===== src/rtl/addsub_csel.sv =====
module addsub_csel #(
  parameter int WIDTH = 32,
  parameter int GROUP = 4
) (
  input  logic [WIDTH-1:0]   op_a,
  input  logic [WIDTH-1:0]   op_b,
  input  logic               sub_mode,
  input  logic               carry_in,
  output logic [WIDTH-1:0]   result,
  output logic               carry_out,
  output logic               overflow,
  output logic [6*WIDTH-1:0] garbage
);
  localparam int NGRP = WIDTH / GROUP;

  // bijective cell: {m, a^m, b, sum, z^carry}
  function automatic logic [4:0] rcell(input logic m, input logic a, input logic b,
                                       input logic c, input logic z);
    logic ax;
    ax = a ^ m;
    return {m, ax, b, c ^ ax ^ b ^ m, z ^ ((ax & b) | (ax & c) | (b & c))};
  endfunction

  function automatic logic [1:0] fcopy(input logic x, input logic z);
    return {x, x ^ z};
  endfunction

  logic [WIDTH-1:0] a0, a1, b0, b1, m0, m1, mlad;
  logic [NGRP:0]    gcy;

  assign mlad[0] = sub_mode;
  assign gcy[0]  = carry_in;

  for (genvar i = 0; i < WIDTH; i++) begin : g_copy
    assign {a0[i], a1[i]} = fcopy(op_a[i], 1'b0);
    assign {b0[i], b1[i]} = fcopy(op_b[i], 1'b0);
    if (i == WIDTH - 1) begin : g_last
      assign {m0[i], m1[i]} = fcopy(mlad[i], 1'b0);
    end else begin : g_rung
      logic mx;
      assign {mlad[i+1], mx} = fcopy(mlad[i], 1'b0);
      assign {m0[i], m1[i]}  = fcopy(mx, 1'b0);
    end
  end

  for (genvar g = 0; g < NGRP; g++) begin : g_grp
    logic [GROUP:0]   c0, c1;
    logic [GROUP-1:0] s0, s1;
    assign c0[0] = 1'b0;
    assign c1[0] = 1'b1;
    for (genvar j = 0; j < GROUP; j++) begin : g_bit
      localparam int K = g * GROUP + j;
      logic [4:0] o0, o1;
      assign o0 = rcell(m0[K], a0[K], b0[K], c0[j], 1'b0);
      assign o1 = rcell(m1[K], a1[K], b1[K], c1[j], 1'b0);
      assign c0[j+1] = o0[0];
      assign c1[j+1] = o1[0];
      assign s0[j]   = o0[1];
      assign s1[j]   = o1[1];
      assign garbage[6*K +: 3]     = o0[4:2];
      assign garbage[6*K + 3 +: 3] = o1[4:2];
    end
    assign result[g*GROUP +: GROUP] = gcy[g] ? s1 : s0;
    assign gcy[g+1] = gcy[g] ? c1[GROUP] : c0[GROUP];
  end

  assign carry_out = gcy[NGRP];

  logic sa, sb, sr;
  assign sa = op_a[WIDTH-1];
  assign sb = op_b[WIDTH-1];
  assign sr = result[WIDTH-1];
  assign overflow = (sr != sa) && (sub_mode ? (sa != sb) : (sa == sb));
endmodule


===== config.mk =====
export PLATFORM = sky130hd
export DESIGN_NAME = addsub_csel
export DESIGN_NICKNAME = d
export VERILOG_FILES = /design/src/rtl/addsub_csel.sv
export SDC_FILE = /design/constraint.sdc
export NUM_CORES = 1
export LEC_CHECK = 0
export CORE_AREA = 2 2 115 117
export DETAILED_ROUTE_END_ITERATION = 7
export DIE_AREA = 0 0 117 119
export PLACE_DENSITY = 0.73
export SYNTH_ARGS = -nofsm -noshare
export SYNTH_HDL_FRONTEND = slang
export SYNTH_SLANG_ARGS = --single-unit
export TNS_END_PERCENT = 50

===== constraint.sdc =====
create_clock -name vclk -period 7.8
set_input_delay 1.56 -clock vclk [all_inputs]
set_output_delay 1.56 -clock vclk [all_outputs]
set_load 0.05 [all_outputs]

==> flow_metrics.tcl <==
set metrics [dict create \
    n_fill_cell 1216 \
    grt_usage_pct 16.43 \
    drv_slew 0 \
    tightest_slew_ns 0.6362 \
    p_leak_nw 2.522 \
    fin_util_pct 48.84 \
    wl_per_cell_um 15.46 \
    min_path_type "in -> out" \
    ys_warn_count 0 \
    yosysUniqueCellTypes 60 \
    area_delta_synth_final_pct 78.04 \
    clockPowerShare_pct 0 \
    min_period_over_period_pct 97.90 \
    grt_max_degree 77 \
    worstPathArrival_ns 6.08 \
    final-hold-violation-count 0 \
    cellInternalPower_mw 0.4365 \
    drc 0 \
    place_congestion 0.7833 \
    grt_pass1_vias 3713 \
    drive_above_1_share_pct 19.02 \
    startpoint "op_b[1]" \
    hold_buffers 0 \
    status "finished, final reports clean" \
    hp-start "op_a[16]" \
    irDropWorstVdd_mv 0.08538 \
    finalSetupTns_ns 0 \
    critPathRequiredTime_ns 6.24 \
    p_switching_mw 0.6971 \
    final_common_cell "clkdlybuf4s50_1" \
    layout_common_cells "255 x clkdlybuf4s50_1, 52 x xnor2_1, 49 x buf_4" \
    ys_seq_area_share_pct 0 \
    overflow 0 \
    rows 42 \
    clkbuf_count 0 \
    post-dp-hpwl_um 10750 \
    critPathMaxFanout 6 \
    coreArea_um2 12870 \
    seq_area_um2 0 \
    die_h_um 119 \
    synthesis.nets 552 \
    design_area_um2 6289 \
    ioPinCount 292 \
    max_slew_margin_pct 57.58 \
    dieArea_um2 13920 \
    post_dp_cell_area_um2 5993 \
    netSwitchingFraction_pct 61.49 \
    hold_ws_ns 3.765 \
    maxCapViolCount 0 \
    endpoint_kind "output port" \
    syn_area_per_cell_um2 7.268 \
    crit_type "in -> out" \
    wirelength_um 12820 \
    nNetsFinal 720 \
    p_comb_share_pct 100.0 \
    start_util_pct 27.43 \
    antenna_found_initial 3 \
    drtIter0Drc 100 \
    synthCells 486 \
    first_pass_iters 4 \
    fmax_ghz 0.1310 \
    multi_input_area_um2 2511 \
    antenna_left 0 \
    startpoint_type "input port" \
    portBuffers 292 \
    p_seq_share_pct 0 \
    total_power_mw 1.134 \
    syn_area_um2 3532 \
    finalSetupViolCount 0 \
    vias 3791 \
    viasPerCell 4.573 \
    fin_crit_ns 7.636 \
    die_w_um 117 \
    seq_cell_count 0 \
    grt_pass1_wl_um 18630 \
    power_density_nw_per_um2 180.3 \
]
-- worst max-delay path, cell delays in order --
cell and delay, ns:
clkdlybuf4s15_1 0.26, buf_4 0.19, a21o_1 0.15, a31oi_1 0.17
buf_4 0.18, a211oi_4 0.05, or3_4 0.41, and3_4 0.19
or2_4 0.25, buf_4 0.16, a311oi_4 0.32, o32ai_4 0.15
a2111oi_4 0.32, a211oi_2 0.10, maj3_2 0.40, a221oi_4 0.37
nor3_4 0.09, maj3_2 0.37, xnor2_2 0.22, buf_12 0.16
-- repair_timing --
action	in CTS	in global routing
gates resized for setup	7	53
setup buffers	0	3
pin swaps	0	18
setup endpoints to repair	4	9
-- cell usage after synthesis (4+ instances only) --
cell type  count  share of area (%)
buf_2          7               0.99
nand2b_1      11                1.9
o21ai_0       17                2.4
mux2i_1        4                1.1
a31oi_1        5               0.89
nand3b_1       4               0.85
inv_1         14                1.5
nor3_1         6               0.85
or2_2          4               0.71
nor2_1        18                1.9
buf_4        160                 34
o22a_1         4               0.99
xnor2_1       54                 13
a21oi_1       11                1.6
o22ai_1        7                1.2
nand2_1       25                2.7
a211oi_1      10                2.1
maj3_2         4                1.3
maj3_1        15                4.3
xor2_1        40                9.9
nor2b_1        8                1.4
-- final timing paths --
| kind | endpoint | slack (ns) | cells past startpoint |
|---|---|---|---|
| worst min-delay path | result[16] | 3.77 | 4 |
| worst max-delay path | result[31] | 0.16 | 20 |
-- layer usage --
| metal | GRT usage, % | vias up | part of all wire (%) |
|---|---|---|---|
| li1 | - | 1810 | - |
| met1 | 17.45 | 1773 | 35 |
| met2 | 35.19 | 196 | 57 |
| met3 | 1.170 | 12 | 7.1 |
| met4 | 0.9559 | 0 | 0.92 |
| met5 | 0 | - | 0 |
-- cells by family (layout without fill, tap and decap cells) --
family	count (synthesis)	in the layout	share of synthesized area, %
and+or+nand+nor	94	94	13.99
adders and majority gates	19	19	5.526
xor gates and xnor gates	94	94	23.31
muxes	7	7	2.090
other	0	1	0
AOI/OAI and AO/OA	84	84	17.11
buffers and inverters	188	354	37.97
-- per-stage QoR --
| step | cells | setup WS (ns) |
|---|---|---|
| after floorplan | 486 | 0.02662 |
| after global placement | 825 | -0.05254 |
| after global routing | 829 | -0.04550 |
| after CTS | 825 | 0.004262 |
| after detailed placement | 825 | -0.1645 |
| final | 829 | 0.1638 |
-- layout make-up --
class / instances / area share (%)
multi-input cells: 298 / 39.93
repair buffers: 340 / 55.69
inverters: 14 / 0.8357
well taps: 176 / 3.502
diodes: 1 / 0.03979
-- power groups by stage --
stage,Clock [mW],Combinational (mW),Sequential (mW)
finish,0.0000000171,1.13,0
global route,0.0000000171,1.18,0
CTS,0,1.11,0
detailed placement,0,1.10,0
global placement,0,1.09,0
floorplan,0,0.733,0
(Power assumes the default switching activity.)
